**src/rtl/stopwatch_scan.sv**
```systemverilog
module stopwatch_scan #(
  parameter int DIV = 2500
) (
  input  logic       clk,
  input  logic       rst,
  input  logic       runstop,
  output logic [2:0] pos,
  output logic [6:0] seg
);
  localparam int PW   = (DIV > 1) ? $clog2(DIV) : 1;
  localparam int NDIG = 6;

  logic [PW-1:0] pre;
  logic [2:0]    sy;
  logic          run;
  logic [3:0]    dg [NDIG];
  logic [NDIG:0] cy;
  logic [3:0]    cur;

  wire press = sy[1] & ~sy[2];
  wire tick  = run && (pre == PW'(DIV - 1));

  always_ff @(posedge clk) begin
    if (rst) begin
      sy  <= '0;
      run <= 1'b0;
      pre <= '0;
      pos <= '0;
    end else begin
      sy  <= {sy[1:0], runstop};
      pos <= pos + 3'd1;
      if (press) run <= ~run;
      if (run) pre <= tick ? '0 : pre + PW'(1);
    end
  end

  assign cy[0] = tick;

  for (genvar i = 0; i < NDIG; i++) begin : g_stage
    localparam logic [3:0] LIM = (i == 3 || i == 5) ? 4'd5 : 4'd9;
    assign cy[i+1] = cy[i] && (dg[i] == LIM);
    always_ff @(posedge clk) begin
      if (rst) dg[i] <= '0;
      else if (cy[i]) dg[i] <= (dg[i] == LIM) ? 4'd0 : dg[i] + 4'd1;
    end
    p_digit_range_r6: assert property (@(posedge clk) disable iff (rst) dg[i] <= LIM);
  end

  always_comb begin
    case (pos)
      3'd0: cur = dg[5];
      3'd1: cur = dg[4];
      3'd3: cur = dg[3];
      3'd4: cur = dg[2];
      3'd6: cur = dg[1];
      3'd7: cur = dg[0];
      default: cur = 4'hF;
    endcase
  end

  function automatic logic [6:0] to_seg(input logic [3:0] d);
    case (d)
      4'd0: return 7'b1111110;
      4'd1: return 7'b0110000;
      4'd2: return 7'b1101101;
      4'd3: return 7'b1111001;
      4'd4: return 7'b0110011;
      4'd5: return 7'b1011011;
      4'd6: return 7'b1011111;
      4'd7: return 7'b1110000;
      4'd8: return 7'b1111111;
      4'd9: return 7'b1111011;
      default: return 7'b0000000;
    endcase
  endfunction

  assign seg = (pos == 3'd2 || pos == 3'd5) ? 7'b0000001 : to_seg(cur);

  p_reset_clear_r3: assert property (@(posedge clk)
    rst |=> (pos == 3'd0 && !run && dg[0] == 4'd0 && dg[1] == 4'd0 && dg[2] == 4'd0 &&
             dg[3] == 4'd0 && dg[4] == 4'd0 && dg[5] == 4'd0));

  p_scan_step_r7: assert property (@(posedge clk) disable iff (rst)
    1'b1 |=> pos == $past(pos) + 3'd1);

  p_hold_stopped_r2: assert property (@(posedge clk) disable iff (rst)
    !run |=> $stable({dg[5], dg[4], dg[3], dg[2], dg[1], dg[0], pre}));

  p_one_toggle_r5: assert property (@(posedge clk) disable iff (rst)
    !press |=> run == $past(run));

  p_full_wrap_r6: assert property (@(posedge clk) disable iff (rst)
    (tick && dg[5] == 4'd5 && dg[4] == 4'd9 && dg[3] == 4'd5 && dg[2] == 4'd9 &&
     dg[1] == 4'd9 && dg[0] == 4'd9)
    |=> (dg[5] == 4'd0 && dg[4] == 4'd0 && dg[3] == 4'd0 && dg[2] == 4'd0 &&
         dg[1] == 4'd0 && dg[0] == 4'd0));
endmodule

```
**config.mk**
```make
export PLATFORM = sky130hd
export DESIGN_NAME = stopwatch_scan
export DESIGN_NICKNAME = d
export VERILOG_FILES = /design/src/rtl/stopwatch_scan.sv
export SDC_FILE = /design/constraint.sdc
export NUM_CORES = 1
export LEC_CHECK = 0
export BUFFER_PORTS_ARGS = -buffer_cell sky130_fd_sc_hd__buf_4
export CORE_MARGIN = 3
export CORE_UTILIZATION = 25
export CTS_CLUSTER_SIZE = 20
export DETAILED_ROUTE_END_ITERATION = 12
export GPL_TIMING_DRIVEN = 0
export HOLD_SLACK_MARGIN = 0.08
export PLACE_DENSITY_LB_ADDON = 0.15
export SLEW_MARGIN = 20
export SYNTH_ARGS = -nofsm -noshare
export SYNTH_HDL_FRONTEND = slang
export SYNTH_SLANG_ARGS = --single-unit
```
**constraint.sdc**
```tcl
create_clock -name clk -period 2.65 [get_ports clk]
set_clock_uncertainty 0.15 [all_clocks]
set_input_delay 0.1325 -clock clk [delete_from_list [all_inputs] [get_ports clk]]
set_output_delay 0.1325 -clock clk [all_outputs]
set_load 0.1 [all_outputs]
```
---- After elaboration in Yosys (flattened, before gate mapping) ----
Memories as Yosys holds them, arrays and structs flattened.
Cells that the tools add are included.
operators by class
  add/subtract/negate cells ............... 8
  equal/unequal tests ..................... 14
  muxes and demuxes ....................... 35
  bitwise operators ....................... 9
  reductions and logical operators ........ 8
operator list
  cell                                                                   number
  4-bit two-way mux                                                      12
  4-bit by 1-bit adder with 4-bit output, second input constant          6
  4-bit case mux with 6 select lines                                     1
  1-bit two-way mux                                                      20
  4-bit equality test, second input constant                             4
  12-bit by 1-bit adder with 12-bit output, second input constant        1
  12-bit equality test, second input constant                            1
  3-bit equality test, second input constant                             4
  12-bit two-way mux                                                     1
  4-bit by 3-bit equality test with 1-bit output, second input constant  2
  7-bit two-way mux                                                      1
  3-bit by 2-bit equality test with 1-bit output, second input constant  2
  1-bit logical AND                                                      6
  1-bit bitwise OR                                                       6
  3-bit by 1-bit adder with 3-bit output, second input constant          1
  3-bit by 1-bit equality test with 1-bit output, second input constant  1
  3-bit logical NOT                                                      1
  1-bit inverter                                                         2
  1-bit bitwise AND                                                      1
  1-bit logical OR                                                       1
storage, ports and cells
  register bits after elaboration ......... 19
  RAM bits ................................ 24
  bits in read-only memories .............. 112
  output and inout port bits .............. 10
  word-level logic and storage cells ...... 80
  memories kept ........................... 2
memories
  memory           depth  bits a word  rd ports  clocked after Yosys merged registers in  write ports  line  RTL
  (no name shown)  16     7            1         0                                        0            62    case (d)
  dg               6      4            6         0                                        6            16    logic [3:0] dg [NDIG];

---- Logic depth before layout (Yosys ltp) ----
  word-level depth ........................ 11
  mapped depth ............................ 10

---- Worst setup path before layout ----
Ideal clock, no wire load.
  kind .................................... register -> output
  start ................................... reg pos[0]
  end ..................................... out seg[3]
  arrival ................................. 4.292 ns
  required time ........................... 2.368 ns
  path slack .............................. -1.924 ns
  stages on the path, launching flop included .. 10
  path buffers ............................ 0
  cells stage by stage .................... dfxtp_1 > inv_1 > ha_1 > and2_1 > a222oi_1 > nand4_1 > inv_1 > ha_1 > mux2_4 > o22ai_1
between the ends
  longest elaborated chain between the ends .. 4
  elaborated cells between the ends (all ways) .. 12
  those cells by class .................... 7 x eq/ne; 2 x mux; 2 x reduce/logical; 1 x memory
RTL lines
  item                                               line  RTL
  from (decl)                                        7     output logic [2:0] pos,
  from (signal assigned)                             31    pos <= pos + 3'd1;
  3-bit equality test, or another cell as far along  50    case (pos)
  4-bit case mux with 6 select lines                 50
  memory 16 x 7 bit                                  -
  7-bit two-way mux (*)                              77    assign seg = (pos == 3'd2 || pos == 3'd5) ? 7'b0000001 : to_seg(cur);
  to (decl)                                          8     output logic [6:0] seg
Mark *: on every way between the ends. The rest lies on a longest branch, timed or not.

---- Worst setup path after layout ----
  start ................................... reg pos[0]
  end ..................................... out seg[0]
Same word-level chain as after synthesis.

==> metrics.csv <==
stage,metric,value,unit
critical_path,r2r-end,dg[5][1],
timing,layout_min_cycle_time,2880,ps
die,die_w,108,um
synthesis,synth-seq-cells,43,
power_and_ir_drop,p_per_area,619,nW/um^2
placed_design,gp_congestion,0.706,
cts,clock-root-buffer,clkbuf_8,
critical_path,worst_path_most_repeated_cell,ha_4,
placed_design,placed_cells,395,
detailed_routing,vias,1859,
synthesis,ys.flop_type,edfxtp_1,
cts,clk_path_buf_depth,2,
power_and_ir_drop,p_total,2.15,mW
cells_and_area,drive_above_1_share,31.7,%
timing,whs,298,ps
detailed_routing,firstDrtPassIters,6,
run,drv_cap,0,
min_path,min_from,sy[0],
die,die_area,11600,um^2
synthesis,postSynth.asyncResetShare,0,%
synthesis,yosysWarnings,0,
critical_path,cp_max_fo,4,
cts,clk_pin_slew,90,ps
critical_path,crit_buf_inv,2,
cts,clk_latency,290,ps
timing,hold_violations,0,
global_routing,grt_pass1_vias,1922,
timing,rsz0062_at_grt,yes,
cells_and_area,layout.cells.non_filler,426,
synthesis,seq_area_frac_synth,42.7,%
die,rows,36,
global_routing,grt_antenna_before_repair,0,
cells_and_area,seqCellArea,1110,um^2
status,violations,setup timing,
global_routing,grt_use_total,10.3,%
status,status,"finished, violations left",
detailed_routing,ant_nets,0,
synthesis,synth_top_cell_by_area,edfxtp_1,
die,start_util,26.0,%
synthesis,synth_edf_count,24,
critical_path,cp_top_family,compound AO/OA/AOI/OAI gates,
critical_path,startpoint_type,register,
timing,tightest_slew,559,ps
critical_path,r2r-start,dg[0][1],
power_and_ir_drop,ir_drop,0.000361,V
die,fp.coreArea,9910,um^2
timing,period_share,109,%
power_and_ir_drop,p_leak,1.30,nW
placed_design,io_buffer_count,12,
timing,maxSlewViolCount,0,
min_path,worstHoldEndpoint,sy[1],
timing,setup-tns-final,-1120,ps
detailed_routing,vias_per_cell,4.36,
detailed_routing,drt_iter0_drc,93,
min_path,hold-path-cell-count,1,
global_routing,grt-ovfl-total,0,
synthesis,synth_area_leaders,"edfxtp_1, dfxtp_1, ha_1",
placed_design,dp_slack,-174,ps
synthesis,netlist_area,2580,um^2
critical_path,critPathMaxStageDelay,390,ps
critical_path,r2r_slack,530,ps
detailed_routing,drc,0,
placed_design,hpwl,3.90,mm
timing,worst_slack,-229,ps
critical_path,worstPathArrival,2600,ps
cts,cts_sinks,43,
cells_and_area,fill_cells,1021,
critical_path,crit_required,2370,ps
synthesis,synthDistinctLibCells,47,
critical_path,cp_slowest_cell,a222oi_1,
critical_path,crit_type,reg2out,
timing,slew_headroom,62.7,%
synthesis,synth_nets,277,
global_routing,grt_max_degree,14,
cts,htreeDepth,2,
die,dieHeight,108,um
critical_path,reg2regPathDepth,6,
cells_and_area,multi_input_area,1610,um^2
synthesis,syn_avg_cell_area,10.3,um^2
cts,cts-buffers-inserted,5,
cts,cts_tree,built,
critical_path,cp-end-kind,primary output,
synthesis,yosysMostFrequentCell,nor2_1,
timing,max_freq,347,MHz
synthesis,yosys-top-cells-count,"nor2_1, edfxtp_1, ha_1, dfxtp_1, inv_1",
detailed_routing,wl_per_cell,13.0,um
critical_path,path_cells,"ha_4, ha_4, a222oi_1, nand4_1, buf_4, ha_4, mux2_4, o211ai_4, buf_12",
cells_and_area,antenna_cells,0,
detailed_routing,routed_wl,5.56,mm
global_routing,grt_first_pass_wirelength,9.39,mm
synthesis,syn_inst,250,
synthesis,synth_top_area_share,27.9,%
timing,setup_viol,7,
die,boundaryPins,13,
cells_and_area,nets,319,
cells_and_area,synthToLayoutAreaGrowth,34.3,%
min_path,hp-class,reg2reg,
## through the flow
step / area [um^2] / util [%]
3_3_place_gp: 3000 / 30.3
6_report: 3470 / 35.0
4_1_cts: 3390 / 34.3
5_1_grt: 3470 / 35.0
3_5_place_dp: 3000 / 30.3
2_1_floorplan: 2750 / -
## sequential cells by signal, indices dropped and copies added (netlist names)
| name | count |
|---|---|
| pos | 3 |
| dg | 24 |
| sy | 3 |
| pre | 12 |
| run | 1 |
## what timing repair did
action	CTS	global route
hold buffers	3	0
resized for setup	40	6
endpoints found under the hold margin	4	0
pin swaps	17	10
setup endpoints to repair	7	7
setup buffers	15	5
## kinds of logic after synthesis
family	Yosys count	synth area share [%]
DFF	43	42.7
muxes	10	4.70
and+or+nand+nor	106	22.3
xor gates and xnor gates	24	8.14
adders and majority gates	24	11.6
AOI/OAI and AO/OA	22	6.83
buffers and inverters	21	3.73
## area by class of cell
type,instances,area share [%]
Clock inverter,2,0.361
Buffer,5,1.15
Timing Repair Buffer,35,11.1
Tap cell,133,4.80
Clock buffer,6,2.09
Sequential cell,43,32.1
Inverter,16,1.95
Multi-Input combinational cell,186,46.4
## where the power goes
| part | switching, mW | internal (mW) | leakage, nW |
|---|---|---|---|
| Sequential | 0.0318 | 0.728 | 0.389 |
| Clock | 0.229 | 0.185 | 0.0412 |
| Combinational | 0.559 | 0.415 | 0.870 |
| Total | 0.820 | 1.33 | 1.30 |
## placed cells by master, fill, tap and decap left out, types with 8 or more instances in the layout
cell type	netlist	layout
nor2_1	43	43
edfxtp_1	24	24
buf_4	0	20
dfxtp_1	19	16
ha_1	24	14
nand3_1	12	12
xnor2_1	12	12
xor2_1	12	12
inv_1	16	11
nand2_1	11	10
buf_12	0	8
## metal layers
layer  up-vias  share of wire [%]  track usage [%]
met5         -                  0                0
met1       877                 50             13.8
met4         0                1.3             3.25
met3         8                2.2             1.98
met2        17                 46             16.5
li1        957                  -                -
## worst register-to-register path, stage by stage (launching register included)
cell      delay [ps]
edfxtp_1         450
inv_1             90
ha_1             130
nand3b_1         160
nor2_1           280
nand3_1          130
o21bai_1         390
## how the worst max path moves through the flow
stage               startpoint  endpoint  slack (ps)  depth (start not counted)
floorplan               pos[0]    seg[3]        -250                          9
global placement        pos[0]    seg[3]        -180                         10
detailed placement      pos[0]    seg[3]        -170                         10
CTS                     pos[1]    seg[0]        -280                          9
global route            pos[0]    seg[2]        -360                         10
finish                  pos[0]    seg[0]        -230                          9
No activity file was read; power rests on OpenSTA's default activity.
